File: config.mk
export PLATFORM = sky130hd
export DESIGN_NAME = ovf_timer_pair
export DESIGN_NICKNAME = d
export VERILOG_FILES = /design/src/rtl/otp_pkg.sv /design/src/rtl/otp_prescaler.sv /design/src/rtl/otp_channel.sv /design/src/rtl/ovf_timer_pair.sv
export SDC_FILE = /design/constraint.sdc
export NUM_CORES = 1
export LEC_CHECK = 0
export BUFFER_PORTS_ARGS = -buffer_cell sky130_fd_sc_hd__buf_2
export CORE_UTILIZATION = 50
export DETAILED_ROUTE_END_ITERATION = 10
export PLACE_DENSITY = 0.73
export SLEW_MARGIN = 10
export SYNTH_ARGS = -nofsm -noshare
export SYNTH_HDL_FRONTEND = slang
export SYNTH_HIERARCHICAL = 1
export SYNTH_SLANG_ARGS = --single-unit
File: constraint.sdc
create_clock -name clk -period 3.2 [get_ports clk]
set_input_delay 0.64 -clock clk [delete_from_list [all_inputs] [get_ports clk]]
set_output_delay 0.64 -clock clk [all_outputs]
set_load 0.005 [all_outputs]
File: src/rtl/otp_pkg.sv
package otp_pkg;

    localparam int REG_W = 32;

    typedef enum logic [1:0] {
        CH_IDLE = 2'd0,
        CH_HOLD = 2'd1,
        CH_RUN  = 2'd2
    } ch_state_e;

    // word offsets inside one timer window
    localparam logic [3:0] WOFF_PEND  = 4'h0;
    localparam logic [3:0] WOFF_LIVE  = 4'h1;
    localparam logic [3:0] WOFF_CTL   = 4'h4;
    localparam logic [3:0] WOFF_CFG   = 4'h8;
    localparam logic [3:0] WOFF_PRE   = 4'h9;
    localparam logic [3:0] WOFF_START = 4'hA;

    localparam int CTL_HOLD_BIT = 0;
    localparam int CTL_GO_BIT   = 1;
    localparam int CFG_EN_BIT   = 0;
    localparam int CFG_IEN_BIT  = 1;

endpackage

File: src/rtl/otp_prescaler.sv
module otp_prescaler #(
    parameter int DIV_W = 32
) (
    input  logic             clk,
    input  logic             rst_n,
    input  logic             run,
    input  logic [DIV_W-1:0] div,
    output logic             tick
);

    logic [DIV_W-1:0] phase_q;

    assign tick = run && (phase_q >= div);

    always_ff @(posedge clk or negedge rst_n) begin
        if (!rst_n) begin
            phase_q <= '0;
        end else if (!run || tick) begin
            phase_q <= '0;
        end else begin
            phase_q <= phase_q + 1'b1;
        end
    end

endmodule

File: src/rtl/otp_channel.sv
module otp_channel
    import otp_pkg::*;
#(
    parameter int CNT_W = 32,
    parameter int DIV_W = 32
) (
    input  logic             clk,
    input  logic             rst_n,
    input  logic             acc_sel,
    input  logic             acc_wr,
    input  logic [3:0]       woff,
    input  logic [REG_W-1:0] wdata,
    output logic [REG_W-1:0] rdata,
    output logic             irq_req,
    output logic [1:0]       dbg_state,
    output logic [CNT_W-1:0] dbg_count,
    output logic [CNT_W-1:0] dbg_start,
    output logic             dbg_pend,
    output logic             dbg_tick,
    output logic             dbg_wrap
);

    localparam logic [CNT_W-1:0] CNT_MAX = '1;

    ch_state_e        state_q, state_d;
    logic             en_q, ien_q, pend_q;
    logic [DIV_W-1:0] pre_q;
    logic [CNT_W-1:0] start_q, count_q;
    logic             tick, wrap, run;
    logic             wr_hit, ctl_wr, cfg_wr, pre_wr, start_wr, pend_wr;

    assign wr_hit   = acc_sel && acc_wr;
    assign ctl_wr   = wr_hit && (woff == WOFF_CTL);
    assign cfg_wr   = wr_hit && (woff == WOFF_CFG);
    assign pre_wr   = wr_hit && (woff == WOFF_PRE);
    assign start_wr = wr_hit && (woff == WOFF_START);
    assign pend_wr  = wr_hit && (woff == WOFF_PEND);

    assign run  = (state_q == CH_RUN) && en_q;
    assign wrap = (state_q == CH_RUN) && tick && (count_q == CNT_MAX);

    otp_prescaler #(.DIV_W(DIV_W)) u_pre (
        .clk   (clk),
        .rst_n (rst_n),
        .run   (run),
        .div   (pre_q),
        .tick  (tick)
    );

    // next-state: hold wins over go, neither means halt
    always_comb begin
        state_d = state_q;
        if (ctl_wr) begin
            unique casez ({wdata[CTL_GO_BIT], wdata[CTL_HOLD_BIT]})
                2'b?1:   state_d = CH_HOLD;
                2'b10:   state_d = CH_RUN;
                default: state_d = CH_IDLE;
            endcase
        end
    end

    always_ff @(posedge clk or negedge rst_n) begin
        if (!rst_n) state_q <= CH_IDLE;
        else        state_q <= state_d;
    end

    // counter action per state
    always_ff @(posedge clk or negedge rst_n) begin
        if (!rst_n) begin
            count_q <= '0;
        end else begin
            unique case (state_q)
                CH_IDLE: count_q <= count_q;
                CH_HOLD: count_q <= start_q;
                CH_RUN: begin
                    if (wrap)      count_q <= start_q;
                    else if (tick) count_q <= count_q + 1'b1;
                end
                default: count_q <= count_q;
            endcase
        end
    end

    // pending flag: overflow set beats software clear
    always_ff @(posedge clk or negedge rst_n) begin
        if (!rst_n)                    pend_q <= 1'b0;
        else if (wrap)                 pend_q <= 1'b1;
        else if (pend_wr && wdata[0])  pend_q <= 1'b0;
    end

    always_ff @(posedge clk or negedge rst_n) begin
        if (!rst_n) begin
            en_q    <= 1'b0;
            ien_q   <= 1'b0;
            pre_q   <= '0;
            start_q <= '0;
        end else begin
            if (cfg_wr) begin
                en_q  <= wdata[CFG_EN_BIT];
                ien_q <= wdata[CFG_IEN_BIT];
            end
            if (pre_wr)   pre_q   <= wdata[DIV_W-1:0];
            if (start_wr) start_q <= wdata[CNT_W-1:0];
        end
    end

    // output process: read mux
    always_comb begin
        rdata = '0;
        unique case (woff)
            WOFF_PEND:  rdata = REG_W'(pend_q);
            WOFF_LIVE:  rdata = REG_W'(count_q);
            WOFF_CTL:   rdata = REG_W'({state_q == CH_RUN, state_q == CH_HOLD});
            WOFF_CFG:   rdata = REG_W'({ien_q, en_q});
            WOFF_PRE:   rdata = REG_W'(pre_q);
            WOFF_START: rdata = REG_W'(start_q);
            default:    rdata = '0;
        endcase
    end

    assign irq_req   = pend_q && ien_q;
    assign dbg_state = state_q;
    assign dbg_count = count_q;
    assign dbg_start = start_q;
    assign dbg_pend  = pend_q;
    assign dbg_tick  = tick;
    assign dbg_wrap  = wrap;

endmodule

File: src/rtl/ovf_timer_pair.sv
module ovf_timer_pair
    import otp_pkg::*;
#(
    parameter int NUM_CH = 2,
    parameter int CNT_W  = 32,
    parameter int DIV_W  = 32,
    parameter int ADDR_W = 10
) (
    input  logic              clk,
    input  logic              rst_n,
    input  logic              bus_sel,
    input  logic              bus_wr,
    input  logic [ADDR_W-1:0] bus_addr,
    input  logic [31:0]       bus_wdata,
    output logic [31:0]       bus_rdata,
    output logic              irq
);

    localparam int CH_LSB = 6;
    localparam int IDX_W  = ADDR_W - CH_LSB;

    logic [IDX_W-1:0]             ch_idx;
    logic [3:0]                   ch_woff;
    logic                         unused_lsb;
    logic [NUM_CH-1:0][REG_W-1:0] ch_rdata;
    logic [NUM_CH-1:0]            ch_irq;
    logic [NUM_CH-1:0][1:0]       ch_state;
    logic [NUM_CH-1:0][CNT_W-1:0] ch_count;
    logic [NUM_CH-1:0][CNT_W-1:0] ch_start;
    logic [NUM_CH-1:0]            ch_pend;
    logic [NUM_CH-1:0]            ch_tick;
    logic [NUM_CH-1:0]            ch_wrap;

    assign ch_idx     = bus_addr[ADDR_W-1:CH_LSB];
    assign ch_woff    = bus_addr[CH_LSB-1:2];
    assign unused_lsb = ^bus_addr[1:0];

    for (genvar g = 0; g < NUM_CH; g++) begin : gen_ch
        otp_channel #(.CNT_W(CNT_W), .DIV_W(DIV_W)) u_ch (
            .clk       (clk),
            .rst_n     (rst_n),
            .acc_sel   (bus_sel && (ch_idx == IDX_W'(g))),
            .acc_wr    (bus_wr),
            .woff      (ch_woff),
            .wdata     (bus_wdata),
            .rdata     (ch_rdata[g]),
            .irq_req   (ch_irq[g]),
            .dbg_state (ch_state[g]),
            .dbg_count (ch_count[g]),
            .dbg_start (ch_start[g]),
            .dbg_pend  (ch_pend[g]),
            .dbg_tick  (ch_tick[g]),
            .dbg_wrap  (ch_wrap[g])
        );
    end

    always_comb begin
        bus_rdata = '0;
        if (bus_sel && !bus_wr) begin
            for (int i = 0; i < NUM_CH; i++) begin
                if (ch_idx == IDX_W'(i)) bus_rdata = ch_rdata[i];
            end
        end
    end

    assign irq = |ch_irq;

endmodule

======== Yosys cells after proc, flatten, opt, wreduce, memory -nomap -nowiden ========
Index checks and enable logic that the tools add are counted.
word-level totals
  flip-flop bits (word level) ............. 266
  word-level logic and storage cells ...... 96
  output and inout bits ................... 33
cells by class
  add/subtract/negate cells ............... 4
  $lt $le $gt $ge ......................... 2
  equal/unequal tests ..................... 15
  multiplexer cells ....................... 18
  reduce and logical (&&, ||, !) cells .... 41
operator list
  operator                                               count
  one-hot mux 32 bit (6 select lines)                    2
  2-to-1 mux 32 bit                                      9
  adder 32 x 1 -> 32 bit, second input constant          4
  one-hot mux 32 bit (2 select lines)                    2
  equality test 32 bit, second input constant            2
  >= comparator 32 bit                                   2
  logical AND 1 bit                                      27
  equality test 4 bit, second input constant             3
  equality test 4 x 1 -> 1 bit, second input constant    2
  zero test 4 bit                                        2
  nonzero test 2 bit                                     4
  equality test 2 bit, second input constant             3
  inequality test 3 x 1 -> 1 bit, second input constant  2
  equality test 2 x 1 -> 1 bit, second input constant    2
  equality test 4 x 3 -> 1 bit, second input constant    1
  2-to-1 mux 1 bit                                       4
  one-hot mux 2 bit (2 select lines)                     1
  AND reduction 2 bit                                    2
  zero test 1 bit                                        3
  logical OR 1 bit                                       2
  OR reduction 2 bit                                     1

======== Longest topological paths before layout ========
  depth in word-level cells ............... 7
  gate-level depth with buffers ........... 14
  depth with buffers taken out ............ 12

======== Cells and area by module ========
Netlist, hierarchy kept.
by module, submodules not included
  module          instances  area each (sq um)  sequential area each (sq um)  cells each
  otp_channel     2          5335.1             2527.4                        505
  otp_prescaler   2          2409.8             800.8                         278
  ovf_timer_pair  1          745.7              0.0                           80

======== Worst setup path before layout ========
Ideal clock, no wire load.
  path type ............................... flip-flop to flip-flop
  start point ............................. register gen_ch[0].u_ch.u_pre.phase_q[13]
  end point ............................... register gen_ch[0].u_ch.count_q[26]
  path buffers ............................ 1
  cell stages (with the launch flop) ...... 13
  period minus slack after synthesis ...... 3295 ps
  setup time .............................. 121 ps
  arrival ................................. 3174 ps
  setup slack ............................. -95 ps
  cells stage by stage .................... dfrtp_1 ha_1 nand4_1 nor3_1 or4b_1 a31oi_1 o21a_1 and3_1 nand3_2 and2_1 buf_6 mux2_1 o22a_1
between the ends
  word-level cells in the longest chain between the ends .. 6
RTL lines
  element                                                                     RTL line              source
  from (decl)                                                                 otp_prescaler.sv:11   logic [DIV_W-1:0] phase_q;
  from (signal assigned)                                                      otp_prescaler.sv:21   phase_q <= phase_q + 1'b1;
  >= comparator 32 bit (*)                                                    otp_prescaler.sv:13   assign tick = run && (phase_q >= div);
  logical AND 1 bit (*)                                                       otp_prescaler.sv:13
  via ch_tick[0]                                                              ovf_timer_pair.sv:31  logic [NUM_CH-1:0] ch_tick;
  logical AND 1 bit (2 in a row)                                              otp_channel.sv:40     assign wrap = (state_q == CH_RUN) && tick && (count_q == CNT_MAX);
  2-to-1 mux 32 bit or inequality test 3 x 1 -> 1 bit (tied branches)         --
  one-hot mux 32 bit (2 select lines) or AND reduction 2 bit (tied branches)  --
  to (signal assigned)                                                        otp_channel.sv:73     CH_IDLE: count_q <= count_q;
  to (signal assigned)                                                        otp_channel.sv:76     if (wrap) count_q <= start_q;
  to (signal assigned)                                                        otp_channel.sv:77     else if (tick) count_q <= count_q + 1'b1;
  to (decl)                                                                   otp_channel.sv:28     logic [CNT_W-1:0] start_q, count_q;
The timed path passes the listed nets; every way through them passes the cells marked *.
A chain may end at the register's enable or synchronous reset.

======== Final worst setup path ========
  start point ............................. register gen_ch[0].u_ch.pre_q[14]
  end point ............................... register gen_ch[0].u_ch.count_q[26]
between the ends
  word-level cells in the longest chain between the ends .. 6
RTL lines
  element                                                                     RTL line              source
  from (decl)                                                                 otp_channel.sv:27     logic [DIV_W-1:0] pre_q;
  from (signal assigned)                                                      otp_channel.sv:102    if (pre_wr) pre_q <= wdata[DIV_W-1:0];
  >= comparator 32 bit (*)                                                    otp_prescaler.sv:13
  logical AND 1 bit (*)                                                       otp_prescaler.sv:13
  via ch_tick[0]                                                              ovf_timer_pair.sv:31
  logical AND 1 bit (2 in a row)                                              otp_channel.sv:40
  2-to-1 mux 32 bit or inequality test 3 x 1 -> 1 bit (tied branches)         --
  one-hot mux 32 bit (2 select lines) or AND reduction 2 bit (tied branches)  --
Marks and branches as above.

==> qor.txt <==
worst skew pair latency - 0.58 ns
DRC errors left - 2
Hold Worst Slack - 0.0345 ns
mapped cell area - 16,200 sq um
flop-to-flop setup slack - 0.009 ns
top_reg_cell synth - dfrtp_1
Final period util - 0.997
leading area contributor after synthesis - dfrtp_1
Critical Path RT - 3.67 ns
num rows - 65
Max Fclk - 0.313 GHz
fin crit period - 3.19 ns
Syn Inst Count - 1,646
CTS tree - yes
DRT Pass-1 Iters - 11
sequential area share after synthesis - 0.410
worst hold path type - input pin to async pin
worst vdd ir - 0.000404 V
syn_nets - 1,760
Vias - 14,698
worst setup path start - gen_ch[0].u_ch/pre_q[14]$_DFFE_PN0P_
GR Overflow Total - 0
Max Cap Viol - 0
via count of the first global-routing pass - 14,497
Max Fanout on Critical Path - 8
Yosys Warn Count - 6
area share of the largest cell type after synthesis - 0.410
clk_skew - 0.0143 ns
root buf cell - clkbuf_16
Final Instance Count excl. Fillers - 2,284
commonest non-fill, non-tap cells in the layout - 266 x dfrtp_1, 169 x buf_4, 146 x inv_1, 132 x mux2_2, 92 x nand2_1
Core Region - 31,700 sq um
GP Congestion - 0.952
Detail Route Antenna Nets - 0
largest net degree at the start of global routing - 85
Via density - 6.44
share of cells above drive strength 1 - 0.316
CP Capture Point - gen_ch[0].u_ch/dbg_count[26]$_DFFE_PN0P_
RSZ-0062 raised after global routing - yes
outcome - complete, but fails checks
Post-CTS Hold Buffers - 0
EDFF count, synth - 0
Die X - 182 microns
Starting Density - 0.512
Yosys cell types - 65
Mean Syn Cell Area - 9.86 sq um
RR Startpoint - gen_ch[0].u_ch/pre_q[14]$_DFFE_PN0P_
area delta synth->final - 24.8%
Fill cells - 2,452
commonest non-fill, non-tap cell in the layout - dfrtp_1
CP Data Arrival Time - 3.67 ns
critical path type - flop to flop
post-route setup TNS - 0 ns
endpoints failing setup - 0
wirelength, routed - 50,800 microns
Total Routing Usage GR - 0.294
first-pass GRT wire length - 77,800 microns
placed cells - 2,201
clock-pin slew on the worst setup and hold paths - 0.06 ns
ant diodes - 0
Lkg Pwr - 9.27 nW
failing checks - DRC
Slew Viols, Final - 0
Final Net Count - 1,973
Setup crit start kind - flop
CTS H-tree depth - 1
die area - 33,200 sq um
final hold vios - 0
CTS max path bufs - 3
cells on worst reg2reg path - 13
max_slew headroom - 0.492
Ports - 79
Wirelength per Cell - 22.2 microns
clock sinks - 266
PortBufs - 76
DR iter-0 viols - 1,519
largest cells by area after synthesis - dfrtp_1 41%, mux2_2 9.2%, ha_1 5.2%
total CTS buffers - 30
height of the die - 182 microns
async set-reset flop share out of synthesis - 1.00
Worst R2R End - gen_ch[0].u_ch/dbg_count[26]$_DFFE_PN0P_
total power per unit cell area - 446 nW/um^2
final core utilization - 0.639
initial antenna violation count - 0
DPL Wire Length - 35,100 microns
CP Capture Type - flop
Slew @ Worst Pin - 0.760 ns
Synth Register Bits - 266
-- cells by family (layout without fill, tap and decap cells) --
logic type,Yosys count,in the layout,share of synthesized area
buffers and inverters,250,485,0.0647
XOR/XNOR,56,56,0.0302
AND/OR/NAND/NOR,520,520,0.189
multiplexers,172,172,0.117
AO/OA/AOI/OAI,314,315,0.137
flip-flops,266,266,0.410
adder cells (fa/ha/maj),68,68,0.0524
-- worst min-delay path by stage --
stage / from / endpoint / slack (ns)
6_report: rst_n / gen_ch[0].u_ch/u_pre/phase_q[12]$_DFF_PN0_ / 0.03
2_1_floorplan: rst_n / gen_ch[0].u_ch/dbg_count[0]$_DFFE_PN0P_ / 0.34
4_1_cts: rst_n / gen_ch[0].u_ch/u_pre/phase_q[12]$_DFF_PN0_ / 0.1
5_1_grt: rst_n / gen_ch[0].u_ch/u_pre/phase_q[12]$_DFF_PN0_ / 0.08
3_5_place_dp: gen_ch[1].u_ch/dbg_pend$_DFFE_PN0P_ / gen_ch[1].u_ch/dbg_pend$_DFFE_PN0P_ / 0.49
3_3_place_gp: gen_ch[0].u_ch/dbg_pend$_DFFE_PN0P_ / gen_ch[0].u_ch/dbg_pend$_DFFE_PN0P_ / 0.48
-- critical path, stage by stage (launching register included) --
cell	delay [ns]
dfrtp_1	0.40
inv_2	0.06
ha_4	0.26
nand4_1	0.10
nor3_2	0.20
buf_4	0.14
or4b_4	0.47
a31oi_4	0.21
o21a_1	0.18
and3_4	0.21
nand3_4	0.08
and2_4	0.26
mux2_4	0.31
o22a_1	0.19
-- repair_timing --
action | in CTS | in global routing
buffers inserted | 1 | 18
gates cloned | 0 | 9
pin swaps | 3 | 32
endpoints found under the setup margin | 94 | 65
gates resized for setup | 18 | 105
-- synthesized netlist by cell type (all sizes together), types with 6 or more instances --
cell type / number
clkbuf: 66
and4: 24
o22a: 16
o22ai: 6
nor3: 120
xor2: 18
nor4: 30
nand3: 74
a22oi: 14
a21o: 8
dfrtp: 266
nand2: 94
and2: 16
mux2i: 36
a222oi: 62
and3: 30
inv: 147
buf: 37
o21a: 10
a21oi: 94
mux2: 136
or3: 6
ha: 68
nor2: 28
nand2b: 12
a31oi: 12
o21ai: 50
nand4: 60
o2bb2a: 8
xnor2: 38
nor3b: 6
-- sequential cells by signal, summed over array words and instances, names as in the netlist --
signal and count:
gen_ch.u_ch/dbg_count 64, gen_ch.u_ch/dbg_pend 2, gen_ch.u_ch/en_q 2, gen_ch.u_ch/ien_q 2, gen_ch.u_ch/dbg_state 4, gen_ch.u_ch/dbg_start 64
gen_ch.u_ch/pre_q 64, gen_ch.u_ch/u_pre/phase_q 64
-- metrics by stage --
step | worst slack [ns] | power, mW | area, sq um
after CTS | 0.00558 | 8.89 | 19400
after floorplan | 0.0144 | 4.66 | 16300
after global placement | -0.271 | 5.09 | 18200
after global routing | -0.153 | 9.35 | 20300
after detailed placement | -0.318 | 5.14 | 18200
final | 0.00941 | 9.04 | 20300
-- area by class of cell --
class,count,area (sq um),share of cell area
Clock inverter,15,210,0.0104
Sequential cell,266,6660,0.328
Timing Repair Buffer,283,2360,0.116
Inverter,147,552,0.0272
Multi-Input combinational cell,1131,9130,0.450
Tap cell,402,503,0.0248
Clock buffer,40,860,0.0424
-- routing by layer --
metal	routed length, microns	share of wire	up-vias	track usage
li1	-	-	6562	-
met1	19700	0.39	7265	0.382
met2	24900	0.49	721	0.508
met3	4440	0.087	150	0.0529
met4	1750	0.034	0	0.0703
met5	0	0	-	0
-- report_power, final --
part	internal [mW]	switching, mW
logic	0.511	0.642
registers	3.67	0.467
clock network	2.28	1.47
(Power assumes the default switching activity.)
